File: config.mk
export PLATFORM = sky130hd
export DESIGN_NAME = pwm_seg_top
export DESIGN_NICKNAME = d
export VERILOG_FILES = /design/src/rtl/pwm_seg_pkg.sv /design/src/rtl/frame_timer.sv /design/src/rtl/duty_shadow.sv /design/src/rtl/chunk_shaper.sv /design/src/rtl/pwm_seg_top.sv
export SDC_FILE = /design/constraint.sdc
export NUM_CORES = 1
export LEC_CHECK = 0
export ABC_AREA = 1
export BUFFER_PORTS_ARGS = -buffer_cell sky130_fd_sc_hd__buf_2
export CAP_MARGIN = 5
export CORE_ASPECT_RATIO = 2
export CORE_MARGIN = 4
export CORE_UTILIZATION = 30
export DETAILED_ROUTE_END_ITERATION = 6
export SYNTH_ARGS = -nofsm -noshare
export SYNTH_HDL_FRONTEND = slang
export SYNTH_SLANG_ARGS = --single-unit
File: constraint.sdc
create_clock -name clk -period 1.5 [get_ports clk]
set_clock_uncertainty 0.15 [all_clocks]
set_input_delay 0.45 -clock clk [delete_from_list [all_inputs] [get_ports clk]]
set_output_delay 0.45 -clock clk [all_outputs]
set_load 0.1 [all_outputs]
File: src/rtl/pwm_seg_pkg.sv
package pwm_seg_pkg;

  // chunk-count selection, decoded from seg_sel_i
  typedef enum logic {
    SEG4 = 1'b0,
    SEG8 = 1'b1
  } seg_mode_e;

  // log2 of the chunk count for each mode
  localparam int unsigned LG_SEG4 = 2;
  localparam int unsigned LG_SEG8 = 3;

endpackage

File: src/rtl/frame_timer.sv
module frame_timer #(
  parameter int unsigned CNT_W = 20
) (
  input  logic             clk,
  input  logic             rst_n,
  output logic [CNT_W-1:0] cnt_o,
  output logic             last_o,
  output logic             frame_o
);

  logic [CNT_W-1:0] cnt_q, cnt_d;
  logic             frame_q, frame_d;

  always_comb begin
    cnt_d   = cnt_q + 1'b1;
    frame_d = (cnt_q == '0);
  end

  always_ff @(posedge clk or negedge rst_n) begin
    if (!rst_n) begin
      cnt_q   <= '0;
      frame_q <= 1'b0;
    end else begin
      cnt_q   <= cnt_d;
      frame_q <= frame_d;
    end
  end

  assign cnt_o   = cnt_q;
  assign last_o  = &cnt_q;
  assign frame_o = frame_q;


  strobe_single_chk: assert property (@(posedge clk) disable iff (!rst_n)
    frame_q |=> !frame_q);

endmodule

File: src/rtl/duty_shadow.sv
module duty_shadow
  import pwm_seg_pkg::*;
#(
  parameter int unsigned CNT_W  = 20,
  parameter int unsigned DUTY_W = CNT_W + 1
) (
  input  logic              clk,
  input  logic              rst_n,
  input  logic              load_i,
  input  logic [DUTY_W-1:0] duty_i,
  input  logic              sel_i,
  output logic [DUTY_W-1:0] duty_o,
  output seg_mode_e         mode_o
);

  localparam logic [DUTY_W-1:0] FULL = DUTY_W'(1) << CNT_W;

  logic [DUTY_W-1:0] duty_q, duty_d;
  seg_mode_e         mode_q, mode_d;

  always_comb begin
    duty_d = duty_q;
    mode_d = mode_q;
    if (load_i) begin
      duty_d = (duty_i > FULL) ? FULL : duty_i;
      mode_d = sel_i ? SEG8 : SEG4;
    end
  end

  always_ff @(posedge clk or negedge rst_n) begin
    if (!rst_n) begin
      duty_q <= '0;
      mode_q <= SEG4;
    end else begin
      duty_q <= duty_d;
      mode_q <= mode_d;
    end
  end

  assign duty_o = duty_q;
  assign mode_o = mode_q;


  hold_midframe_chk: assert property (@(posedge clk) disable iff (!rst_n)
    !load_i |=> ($stable(duty_q) && $stable(mode_q)));

endmodule

File: src/rtl/chunk_shaper.sv
module chunk_shaper
  import pwm_seg_pkg::*;
#(
  parameter int unsigned CNT_W  = 20,
  parameter int unsigned DUTY_W = CNT_W + 1
) (
  input  logic              clk,
  input  logic              rst_n,
  input  logic [CNT_W-1:0]  cnt_i,
  input  logic [DUTY_W-1:0] duty_i,
  input  seg_mode_e         mode_i,
  output logic              pwm_o
);

  localparam logic [DUTY_W-1:0] FULL = DUTY_W'(1) << CNT_W;

  logic [1:0] hi_var;
  logic       pwm_q, pwm_d;

  // one level evaluator per chunk-count variant
  for (genvar v = 0; v < 2; v++) begin : g_var
    localparam int unsigned LG = (v == 0) ? LG_SEG4 : LG_SEG8;
    localparam int unsigned PW = CNT_W - LG;

    logic [LG-1:0]     idx;
    logic [LG-1:0]     idx_rev;
    logic [LG-1:0]     rem;
    logic [PW-1:0]     pos;
    logic [DUTY_W-1:0] base;
    logic [DUTY_W-1:0] high_len;
    logic              extra;
    logic              hi;

    always_comb begin
      idx  = cnt_i[CNT_W-1 -: LG];
      pos  = cnt_i[PW-1:0];
      base = duty_i >> LG;
      rem  = duty_i[LG-1:0];
      for (int i = 0; i < int'(LG); i++) begin
        idx_rev[i] = idx[int'(LG) - 1 - i];
      end
      extra    = (idx_rev < rem);
      high_len = base + DUTY_W'(extra);
      hi       = (DUTY_W'(pos) < high_len);
    end

    assign hi_var[v] = hi;
  end

  always_comb begin
    pwm_d = (mode_i == SEG8) ? hi_var[1] : hi_var[0];
  end

  always_ff @(posedge clk or negedge rst_n) begin
    if (!rst_n) begin
      pwm_q <= 1'b0;
    end else begin
      pwm_q <= pwm_d;
    end
  end

  assign pwm_o = pwm_q;


  zero_low_chk: assert property (@(posedge clk) disable iff (!rst_n)
    (duty_i == '0) |=> !pwm_q);


  full_high_chk: assert property (@(posedge clk) disable iff (!rst_n)
    (duty_i == FULL) |=> pwm_q);

endmodule

File: src/rtl/pwm_seg_top.sv
module pwm_seg_top
  import pwm_seg_pkg::*;
#(
  parameter int unsigned CNT_W = 20
) (
  input  logic           clk,
  input  logic           rst_n,
  input  logic [CNT_W:0] duty_i,
  input  logic           seg_sel_i,
  output logic           pwm_o,
  output logic           frame_o
);

  localparam int unsigned DUTY_W = CNT_W + 1;

  logic [1:0]        rst_sync_q;
  logic              srst_n;
  logic [CNT_W-1:0]  cnt;
  logic              last;
  logic [DUTY_W-1:0] duty_q;
  seg_mode_e         mode_q;

  // asynchronous assertion, synchronous release
  always_ff @(posedge clk or negedge rst_n) begin
    if (!rst_n) begin
      rst_sync_q <= 2'b00;
    end else begin
      rst_sync_q <= {rst_sync_q[0], 1'b1};
    end
  end
  assign srst_n = rst_sync_q[1];

  frame_timer #(.CNT_W(CNT_W)) u_timer (
    .clk     (clk),
    .rst_n   (srst_n),
    .cnt_o   (cnt),
    .last_o  (last),
    .frame_o (frame_o)
  );

  duty_shadow #(.CNT_W(CNT_W), .DUTY_W(DUTY_W)) u_shadow (
    .clk    (clk),
    .rst_n  (srst_n),
    .load_i (last),
    .duty_i (duty_i),
    .sel_i  (seg_sel_i),
    .duty_o (duty_q),
    .mode_o (mode_q)
  );

  chunk_shaper #(.CNT_W(CNT_W), .DUTY_W(DUTY_W)) u_shaper (
    .clk    (clk),
    .rst_n  (srst_n),
    .cnt_i  (cnt),
    .duty_i (duty_q),
    .mode_i (mode_q),
    .pwm_o  (pwm_o)
  );


  first_chunk_chk: assert property (@(posedge clk) disable iff (!srst_n)
    frame_o |-> (pwm_o == (duty_q != '0)));


  rise_at_chunk_chk: assert property (@(posedge clk) disable iff (!srst_n)
    $rose(pwm_o) |-> ((mode_q == SEG8) ? (cnt[CNT_W-4:0] == (CNT_W-3)'(1))
                                       : (cnt[CNT_W-3:0] == (CNT_W-2)'(1))));

endmodule

# ---- Word level (Yosys, flattened, before mapping)
# Index checks and enable logic that the tools add are counted.
dict set report word_totals {
  register_bits 46
  input_bits 24
  out_inout_bits 2
}
dict set report op_classes {
  add_sub_neg 3
  order_cmp 5
  muxes 3
  reduce_logical 2
}
# op n
set ops {}
lappend ops {{> comparator 21 bit (second input constant)} 1}
lappend ops {{< comparator 17 x 21 -> 1 bit} 1}
lappend ops {{< comparator 18 x 21 -> 1 bit} 1}
lappend ops {{2-to-1 mux 21 bit} 1}
lappend ops {{adder 19 x 1 -> 20 bit} 1}
lappend ops {{adder 20 x 1 -> 20 bit (second input constant)} 1}
lappend ops {{zero test 20 bit} 1}
lappend ops {{AND reduction 20 bit} 1}
lappend ops {{adder 18 x 1 -> 19 bit} 1}
lappend ops {{< comparator 3 bit} 1}
lappend ops {{< comparator 2 bit} 1}
lappend ops {{2-to-1 mux 1 bit} 2}

# ---- Logic depth before layout (Yosys ltp)
# Gate-level depths: netlist (run 1).
dict set report logic_depth {
  depth_word 4
  ltp_mapped 22
}

# ---- Hierarchy
# A second synthesis (run 1) with hierarchy kept.
dict set report unflattened {
  cells_unflattened 542
  area_unflattened_um2 3876.2
}
# mod n_inst cells_each area_each_um2
set modules_own_cells {}
lappend modules_own_cells {chunk_shaper 1 255 1642.8}
lappend modules_own_cells {frame_timer 1 130 1102.3}
lappend modules_own_cells {duty_shadow 1 154 1077.3}
lappend modules_own_cells {pwm_seg_top 1 3 53.8}

# ---- Worst setup path before layout (run 1)
# No wires, ideal clock.
dict set report synth_timing {
  path_kind {register to register}
  from {register u_timer.cnt_q[18] (netlist: u_timer.cnt_o[18])}
  to {register u_shaper.pwm_q (netlist: u_shaper.pwm_o)}
  setup_ps 65
  t_arrival_ps 2819
  required_ps 1285
  setup_slack_ps -1534
  path_stages_with_launch 19
  n_path_buf 0
  path_cell_list {dfrtp_1 ha_1 a21oi_1 nor2_1 nor2_1 ha_1 ha_1 nand3_1 nor2_1 nand4_1 xor2_1 ha_1 nand2_1 nor2_1 a211oi_1 nor2_1 nor2_1 nand2_1 nand2_1}
}
dict set report synth_via {
  elab_chain_cells 4
}
# item line
set synth_lines {}
lappend synth_lines {{from (decl)} frame_timer.sv:11} ;# logic [CNT_W-1:0] cnt_q, cnt_d;
lappend synth_lines {{from (signal assigned)} frame_timer.sv:24} ;# cnt_q <= cnt_d;
lappend synth_lines {{< comparator 3 bit / < comparator 2 bit (equally long branches)} chunk_shaper.sv:42} ;# extra = (idx_rev < rem);
lappend synth_lines {{adder 18 x 1 -> 19 bit / adder 19 x 1 -> 20 bit (equally long branches)} chunk_shaper.sv:43} ;# high_len = base + DUTY_W'(extra);
lappend synth_lines {{< comparator 17 x 21 -> 1 bit / < comparator 18 x 21 -> 1 bit (equally long branches)} chunk_shaper.sv:44} ;# hi = (DUTY_W'(pos) < high_len);
lappend synth_lines {{2-to-1 mux 1 bit *} chunk_shaper.sv:51} ;# pwm_d = (mode_i == SEG8) ? hi_var[1] : hi_var[0];
lappend synth_lines {{net u_shaper.pwm_d} chunk_shaper.sv:18} ;# logic pwm_q, pwm_d;
lappend synth_lines {{to (signal assigned)} chunk_shaper.sv:58} ;# pwm_q <= pwm_d;
lappend synth_lines {{to (decl)} chunk_shaper.sv:18}
# The timed path passes the listed nets; every way through them passes the cells marked *.
# A chain may end at the register's enable or synchronous reset.

# ---- Worst setup path in the final report (run 1)
# Same ends and word-level chain as after synthesis.

==> results of run 1 <==
==> state kept, by name, indices dropped and copies added, names as in the netlist <==
name / flops
rst_sync_q: 2
u_shadow.duty_o: 21
u_shadow.mode_o: 1
u_shaper.pwm_o: 1
u_timer.cnt_o: 20
u_timer.frame_o: 1
==> Yosys cell counts, types with 8 or more instances <==
master   instances
nand3_1         26
xnor2_1         16
dfrtp_1         46
nor2_1          48
nand2_1        128
ha_1            41
nand4_1          9
o21ai_2         19
nand2_2          8
a21oi_1         14
xor2_1          32
inv_1           45
==> final cells by class <==
type                            instances  area (µm²)  share of cell area, %
Clock buffer                            6       128.9                  2.195
Sequential cell                        46        1161                  19.77
Clock inverter                          2       13.76                 0.2344
Tap cell                              147       183.9                  3.132
Timing Repair Buffer                  167        1421                  24.21
Inverter                               48       182.7                  3.111
Multi-Input combinational cell        377        2780                  47.35
==> power groups by stage <==
stage	Sequential [mW]	Combinational, mW	Clock [mW]
after global routing	1.32	0.579	1.17
after detailed placement	1.33	0.492	0
final	1.31	0.514	1.10
after floorplan	1.35	0.241	0
after CTS	1.31	0.513	1.13
after global placement	1.33	0.479	0
==> kinds of logic (layout without fill, tap and decap cells) <==
group,after synthesis,in the layout,synth area share (%)
AOI/OAI and AO/OA,44,44,8.041
xor gates and xnor gates,48,48,11.21
adders and majority gates,41,41,13.68
buffers and inverters,60,223,7.207
DFF,46,46,30.70
other,1,1,0.1000
and+or+nand+nor,243,243,29.06
==> metal layers <==
layer  GRT usage (%)  vias to the layer above
met4           10.72                        0
met5               0                        -
met3           1.241                       35
li1                -                     1889
met2           32.08                       69
met1           14.39                     1743
==> metrics by stage <==
step | power [mW] | hold WS [ps]
after global placement | 1.809 | 84.24
after floorplan | 1.595 | 4.409
after detailed placement | 1.824 | 86.22
final | 2.928 | 82.37
after CTS | 2.953 | 102.8
after global routing | 3.066 | 125.4
==> critical path: cells and delay by family (launching register included) <==
| family | cells | cell delay [ps] |
|---|---|---|
| fa+ha+maj | 4 | 980 |
| compound gates | 1 | 180 |
| simple gates | 9 | 870 |
| xor+xnor | 1 | 140 |
| buf+inv | 3 | 310 |
| flops | 1 | 380 |
==> repair_timing <==
item	4_1_cts	5_1_grt
resized for setup	74	40
endpoints found under the hold margin	2	0
pin swaps	32	31
hold buffers	1	0
endpoints found under the setup margin	35	36
buffers inserted	12	11
gates cloned	4	0
==> path summary, 6_finish.rpt <==
path / from / end / depth (start not counted)
max in group asynchronous: rst_n / rst_sync_q[1]$_DFF_PN0_ / 2
worst max-delay path: u_timer.cnt_o[18]$_DFF_PN0_ / u_shaper.pwm_o$_DFF_PN0_ / 18
worst min-delay path: rst_sync_q[1]$_DFF_PN0_ / u_timer.cnt_o[1]$_DFF_PN0_ / 1
min in group clk: rst_sync_q[0]$_DFF_PN0_ / rst_sync_q[1]$_DFF_PN0_ / 0
worst max register to register: u_timer.cnt_o[18]$_DFF_PN0_ / u_shaper.pwm_o$_DFF_PN0_ / 18
worst min register to register: rst_sync_q[1]$_DFF_PN0_ / u_timer.cnt_o[1]$_DFF_PN0_ / 1
==> qor.csv, run 1 <==
metric;value;unit
syn_to_final_growth;56.59;%
antenna_found_initial;0;
clkPwrFrac;37.7;%
overflow;0;
p_leak;2.916;nW
switching_share;26.66;%
grt_pass1_wl;18.14;mm
synth-edff-count;0;
pwr-share-comb;17.6;%
crit_path_end_kind;flop;
ys_seq_area_share;30.70;%
fin_ws;-1625;ps
ir_drop;0.0005507;V
initial_utilization;30.75;%
fin_cells;793;
hold_viol;0;
cp_slowest_cell;dfrtp_1;
intPower;2.147;mW
grtUsageTotal;16.15;%
place_area;0.005081;mm²
pwr_density_cell;498.7;mW/mm²
path_class;flop to flop;
wl_met3;233;µm
grt_max_degree;45;
portBuffers;25;
viasPerCell;4.711;
vias;3736;
dpl.cell_count;766;
drt_iter0_markers;142;
met1_length;3.352;mm
synthesis.nets;548;
rsz0062_at_grt;yes;
final_common_cell;buf_4;
fp.dieH;166.1;µm
yosysTopAreaCellShare;30.70;%
crit_required;1530;ps
hp-class;flop to asynchronous set/reset pin;
cts_tree;built;
cts-root-buf;clkbuf_16;
drive_gt1_share;45.20;%
synth_top_area_cell;dfrtp_1;
drv_cap;0;
finalCoreUtilization;48.15;%
clock-sinks;46;
syn_area_per_cell;7.764;µm²
cts-htree-levels;2;
syn_inst;483;
r2r_slack;-1620;ps
die-width;87.06;µm
fill_cells;1130;
final_cell_area;0.005872;mm²
num_rows;57;
core;0.01220;mm²
yosys_warnings;0;
firstDrtPassIters;5;
drc;0;
finalCriticalPeriod;3125;ps
layout_worst_path_cycle_share;208.3;%
violations;negative setup slack;
fmax;320.0;MHz
path_cells;ha_1 -> a21oi_2 -> ha_2 -> ha_4 -> inv_1 -> nor2_4 -> buf_4 -> buf_4 -> nand2_1 -> xor2_1 -> ha_1 -> nand4_1 -> nor3_1 -> nand2_1 -> nand2_1 -> nand4_1 -> nand2_1 -> nand2_1;
pwr-share-seq;44.7;%
dp_slack;-1635;ps
tns;-10740;ps
crit_arrival;3150;ps
antenna_cells;0;
drv_slew;0;
status;finished with violations;
wl_met2;6.640;mm
dr.max_layer_used;met4;
crit_path_max_incr_delay;380;ps
synth_cell_types;31;
p_sw;0.7807;mW
ys_seq_elements;46;
synth_top_flop_cell;dfrtp_1;
synthArstFlopShare;100.0;%
cts_max_path_buffers;2;
synth.area.top_cells;dfrtp_1 31%, ha_1 14%, nand2_1 13%;
first_global_vias;3921;
setup_viol;34;
cp_common_cell;nand2_1;
insertion_delay;300;ps
wl_per_cell;13.84;µm
pin_count;26;
path_clk_slew;70;ps
wirelength;10.98;mm
gp_congestion;0.9166;
ant_nets;0;
die_area;0.01446;mm²
critPathLaunchType;flop;
final_cell_mix;115 x buf_4, 104 x nand2_1, 39 x nor2_1;
dp_hpwl;8.701;mm
nets;710;
crit_path_max_fanout;4;
syn-cell-area;0.003750;mm²
cts_buffers;5;
Power figures use the tool's default switching activity.
==> run 2: changes to the inputs <==
- CORE_UTILIZATION: 30 -> 32
==> run 2 against run 1 <==
Compared with the run above:
- the run still ends with negative setup slack left
- clock power barely moved
- largest cell class unchanged
- design area fell by 0.79%
- hold slack improved by 24 ps
- maximum frequency barely moved
- setup slack got worse by 1.8 ps
- largest power group unchanged
- first-iteration DRC count rose by 4.2%
==> qor.csv, run 2 (synthesis gave the netlist of run 1 again) <==
metric;value;unit;change
firstDrtPassIters;4;;-1
fill_cells;1092;;-3.4%
worstRegToRegCells;21;;+3
cts_max_path_buffers;2;;unchanged
ir_drop;0.0006346;V;+15%
ant_nets;0;;unchanged
portBuffers;25;;unchanged
hold_viol;0;;unchanged
crit_path_max_fanout;4;;unchanged
cts-htree-levels;2;;unchanged
finalCoreUtilization;51.00;%;+2.8 points
status;finished with violations;;
pin_count;26;;unchanged
antenna_found_initial;0;;unchanged
r2r_slack;-1630;ps;about the same
path_cells;inv_1 -> ha_1 -> a21oi_2 -> buf_4 -> ha_1 -> ha_1 -> inv_1 -> nor2_4 -> nand2_1 -> nor2_2 -> xor2_1 -> ha_1 -> a21oi_1 -> nand2_1 -> nand2_1 -> nand2_1 -> nand3_1 -> nand2_1 -> inv_1 -> nand2_1 -> nand2_1;;
first_global_vias;4099;;+4.5%
fin_cells;783;;-1.3%
path_class;flop to flop;;
gp_congestion;0.8814;;-3.8%
die-width;84.55;µm;-2.9%
clock-sinks;46;;unchanged
overflow;0;;unchanged
cts-root-buf;clkbuf_16;;
core;0.01142;mm²;-6.3%
reg2reg_from;u_shadow.duty_o[1]$_DFFE_PN0P_;;
tns;-10100;ps;+644.5 ps
antenna_cells;0;;unchanged
wirelength;10.98;mm;about the same
insertion_delay;290;ps;about the same
drt_iter0_markers;148;;+4.2%
dp_slack;-1604;ps;+30.28 ps
fp.dieH;161.1;µm;-3.0%
initial_utilization;32.83;%;+2.1 points
crit_path_end_kind;flop;;
crit_path_max_incr_delay;340;ps;-40 ps
path_clk_slew;70;ps;about the same
dp_hpwl;8.691;mm;-0.12%
grt_max_degree;45;;unchanged
crit_required;1580;ps;+50 ps
place_area;0.005015;mm²;-1.3%
cts_tree;built;;
largest_reg_flops;21;;unchanged
power;2.930;mW;about the same
drc;0;;unchanged
crit_arrival;3210;ps;+60 ps
dpl.cell_count;753;;-1.7%
fmax;319.9;MHz;about the same
drive_gt1_share;44.46;%;-0.74 points
drv_slew;0;;unchanged
p_leak;2.911;nW;-0.15%
cts_buffers;5;;unchanged
cp_common_cell;nand2_1;;
violations;negative setup slack;;
critPathLaunchType;flop;;
viasPerCell;4.706;;-0.11%
cp_slowest_cell;dfrtp_1;;
wl_per_cell;14.02;µm;+1.3%
finalCriticalPeriod;3126;ps;+1.830 ps
nets;705;;-0.70%
hp-class;flop to asynchronous set/reset pin;;
die_area;0.01362;mm²;-5.8%
pwr_density_cell;502.9;mW/mm²;+0.84%
layout_worst_path_cycle_share;208.4;%;about the same
setup_viol;34;;unchanged
r2r-end;u_shaper.pwm_o$_DFF_PN0_;;
vias;3685;;-1.4%
drv_cap;0;;unchanged
final_common_cell;buf_4;;
syn_to_final_growth;55.36;%;
whs;106.1;ps;+23.78 ps
num_rows;55;;-3.5%
final_cell_area;0.005826;mm²;-0.79%
grt_pass1_wl;18.71;mm;+3.1%
fin_ws;-1626;ps;-1.830 ps
grtUsageTotal;17.21;%;+1.1 points
final_cell_mix;111 x buf_4, 102 x nand2_1, 39 x inv_1;;
rsz0062_at_grt;yes;;
run 2: changes by cell type in the layout (fill, tap and decap cells not counted), moves of 3 or more:
cell	delta
o21ai_2	-3
buf_6	-3
o21ai_1	+3
buf_4	-4
run 2: layout make-up:
type | count | area (µm²) | area share [%]
Multi-Input combinational cell | 377 | 2760 | 47.38
Timing Repair Buffer | 162 | 1403 | 24.08
Sequential cell | 46 | 1162 | 19.95
Inverter | 48 | 180.2 | 3.093
Tap cell | 142 | 177.7 | 3.050
Clock buffer | 6 | 128.9 | 2.212
Clock inverter | 2 | 13.76 | 0.2363
run 2: critical path: cells and delay by family, from the launching register on:
| family | cells | cell delay, ps |
|---|---|---|
| xor+xnor | 1 | 170 |
| buf+inv | 4 | 290 |
| simple gates | 10 | 900 |
| compound gates | 2 | 340 |
| flops | 1 | 340 |
| fa+ha+maj | 4 | 870 |
run 2: report_power, final:
part	switching (mW)	internal [mW]
Combinational	0.266	0.253
Sequential	0.0316	1.28
Clock	0.485	0.619
run 2: per-layer routing:
| layer | vias to the layer above | global-route usage, % | part of all wire, % |
|---|---|---|---|
| li1 | 1873 | - | - |
| met1 | 1712 | 14.89 | 31 |
| met2 | 62 | 34.30 | 59 |
| met3 | 38 | 1.787 | 1.8 |
| met4 | 0 | 13.04 | 7.7 |
| met5 | - | 0 | 0 |
run 2: worst max path at each step:
stage                                        start                        to  slack, ps  depth (start not counted)
detailed placement  u_shadow.duty_o[1]$_DFFE_PN0P_  u_shaper.pwm_o$_DFF_PN0_      -1600                         20
CTS                 u_shadow.duty_o[1]$_DFFE_PN0P_  u_shaper.pwm_o$_DFF_PN0_      -1540                         19
global route        u_shadow.duty_o[1]$_DFFE_PN0P_  u_shaper.pwm_o$_DFF_PN0_      -1890                         20
global placement    u_shadow.duty_o[1]$_DFFE_PN0P_  u_shaper.pwm_o$_DFF_PN0_      -1500                         20
finish              u_shadow.duty_o[1]$_DFFE_PN0P_  u_shaper.pwm_o$_DFF_PN0_      -1630                         21
floorplan              u_timer.cnt_o[18]$_DFF_PN0_  u_shaper.pwm_o$_DFF_PN0_      -1340                         18
run 2: what timing repair did:
| item | CTS | global route |
|---|---|---|
| setup endpoints to repair | 35 | 35 |
| hold buffers | 1 | 0 |
| cloned | 4 | 0 |
| hold endpoints to repair | 2 | 0 |
| buffers inserted | 14 | 5 |
| pin swaps | 21 | 26 |
| gates resized for setup | 74 | 25 |
==> run 3: changes to the inputs <==
- ABC_AREA: 1 -> unset
- CORE_MARGIN: 4 -> 1
- SLEW_MARGIN: unset -> 20
==> run 3 against run 2 <==
Compared with the run above:
- clock-buffer cell count unchanged
- global-route usage up 1.7 points
- critical path type unchanged
- the run still ends with negative setup slack left
- die area down 23%
- area after synthesis down 14%
- core utilization down 0.87 points
- sequential share of layout area up 3.7 points
==> qor.csv, run 3 <==
metric;value;unit;change
status;finished with violations;;
violations;negative setup slack;;
fmax;299.7;MHz;-6.3%
portBuffers;25;;unchanged
drv_cap;0;;unchanged
syn-cell-area;0.003233;mm²;-14%
yosysTopAreaCellShare;35.60;%;+4.9 points
final_cell_mix;98 x buf_4, 42 x dfrtp_1, 37 x ha_1;;
synth.area.top_cells;dfrtp_1 36%, ha_1 16%, xnor2_1 8.1%;;
gp_congestion;0.8531;;-3.2%
synthesis.nets;394;;-28%
ys_seq_area_share;35.60;%;+4.9 points
synthArstFlopShare;100.0;%;unchanged
largest_reg_flops;21;;unchanged
syn_inst;329;;-32%
core;0.009763;mm²;-15%
cts_buffers;5;;unchanged
overflow;0;;unchanged
die-width;73.08;µm;-14%
ir_drop;0.0006806;V;+7.2%
finalCriticalPeriod;3336;ps;+209.7 ps
cts-htree-levels;2;;unchanged
crit_required;1580;ps;about the same
hp-class;flop to asynchronous set/reset pin;;
crit_path_max_fanout;3;;-1
drive_gt1_share;44.30;%;-0.16 points
vias;2965;;-20%
path_class;flop to flop;;
tns;-15270;ps;-5172 ps
wl_per_cell;15.24;µm;+8.7%
synth-edff-count;0;;unchanged
pwr_density_cell;574.6;mW/mm²;+14%
first_global_vias;3054;;-25%
fp.dieH;144.2;µm;-11%
ant_nets;0;;unchanged
critPathLaunchType;flop;;
place_area;0.004363;mm²;-13%
drt_iter0_markers;82;;-45%
rsz0062_at_grt;yes;;
crit_path_end_kind;flop;;
drc;0;;unchanged
grt_max_degree;45;;unchanged
final_cell_area;0.004893;mm²;-16%
synthTopCellsByCount;46 x dfrtp_1, 41 x ha_1, 30 x xnor2_1;;
dp_hpwl;7.159;mm;-18%
ys_seq_elements;46;;unchanged
drv_slew;0;;unchanged
final_common_cell;buf_4;;
cts_max_path_buffers;2;;unchanged
crit_arrival;3420;ps;+210 ps
grtUsageTotal;18.89;%;+1.7 points
yosys_warnings;0;;unchanged
cts-root-buf;clkbuf_16;;
yosysMostFrequentCell;dfrtp_1;;
fin_ws;-1836;ps;-209.7 ps
layout_worst_path_cycle_share;222.4;%;+14 points
grt_pass1_wl;14.86;mm;-21%
die_area;0.01053;mm²;-23%
num_rows;51;;-7.3%
wirelength;9.101;mm;-17%
finalCoreUtilization;50.12;%;-0.87 points
syn_to_final_growth;51.35;%;
synth_top_flop_cell;dfrtp_1;;
antenna_found_initial;0;;unchanged
synth_top_area_cell;dfrtp_1;;
viasPerCell;4.966;;+5.5%
syn_area_per_cell;9.827;µm²;+27%
hold_viol;0;;unchanged
nets;529;;-25%
synth_cell_types;46;;+48%
antenna_cells;0;;unchanged
path_clk_slew;60;ps;about the same
initial_utilization;33.12;%;+0.29 points
insertion_delay;300;ps;about the same
clock-sinks;46;;unchanged
whs;102.2;ps;-3.937 ps
pin_count;26;;unchanged
setup_viol;40;;+18%
firstDrtPassIters;6;;+2
cts_tree;built;;
p_leak;2.256;nW;-23%
## run 3: cell type report
type	count	area (µm²)
Fill cell	873	4870
Multi-Input combinational cell	265	2318
Sequential cell	46	1156
Timing Repair Buffer	138	1085
Tap cell	132	165.2
Clock buffer	6	128.9
Inverter	8	30.03
Clock inverter	2	10.01
## run 3: repair_timing
item | in CTS | in global routing
setup buffers | 8 | 9
resized for setup | 33 | 33
hold endpoints to repair | 2 | 0
hold buffers | 1 | 0
setup endpoints to repair | 38 | 40
pin swaps | 18 | 17
## run 3: cells by family (layout without fill, tap and decap cells)
family / after synthesis / after routing / synth area share [%]
DFF: 46 / 46 / 35.60
and+or+nand+nor: 118 / 118 / 19.78
xor gates and xnor gates: 50 / 50 / 13.54
muxes: 2 / 2 / 0.6965
other: 1 / 1 / 0.1160
adders and majority gates: 41 / 41 / 15.87
buffers and inverters: 18 / 154 / 2.593
AOI/OAI and AO/OA: 53 / 53 / 11.80
## run 3: metrics by stage
step | power [mW] | std cells | setup WS (ps)
floorplan | 1.523 | 329 | -1658
global placement | 1.710 | 576 | -2083
detailed placement | 1.722 | 576 | -2155
CTS | 2.836 | 592 | -1883
global route | 2.957 | 597 | -1975
finish | 2.812 | 597 | -1836
## run 3: critical path: stages, from the launching register on
cell and delay (ps):
dfrtp_1 350, inv_1 50, ha_1 300, a21oi_2 150, buf_4 130, ha_4 160, ha_4 170, nand2_4 70
nor2_4 120, nand3_2 100, xor2_2 190, ha_4 230, a21oi_2 150, o21ai_2 90, or4_4 560, a21oi_4 150
o32a_1 160
## run 3: power breakdown
part           switching [mW]  internal [mW]
Sequential             0.0252           1.27
Combinational           0.199          0.226
Clock                   0.475          0.613
## run 3: final timing paths
path / start / to / slack [ps] / cells past startpoint
min in group clk: rst_sync_q[0]$_DFF_PN0_ / rst_sync_q[1]$_DFF_PN0_ / 210 / 0
worst min-delay path: rst_sync_q[1]$_DFF_PN0_ / u_shadow.duty_o[6]$_DFFE_PN0P_ / 100 / 1
worst max register to register: u_shadow.duty_o[1]$_DFFE_PN0P_ / u_shaper.pwm_o$_DFF_PN0_ / -1840 / 16
worst min register to register: rst_sync_q[1]$_DFF_PN0_ / u_shadow.duty_o[6]$_DFFE_PN0P_ / 100 / 1
max in group asynchronous: rst_n / rst_sync_q[1]$_DFF_PN0_ / 780 / 2
worst max-delay path: u_shadow.duty_o[1]$_DFFE_PN0P_ / u_shaper.pwm_o$_DFF_PN0_ / -1840 / 16
## run 3: metal layers
metal / wire [µm] / GRT usage (%) / up-vias
met5: 0 / 0 / -
met4: 500 / 12.07 / 0
met3: 146 / 2.439 / 27
met2: 5263 / 36.01 / 49
met1: 3190 / 18.31 / 1428
li1: - / - / 1461
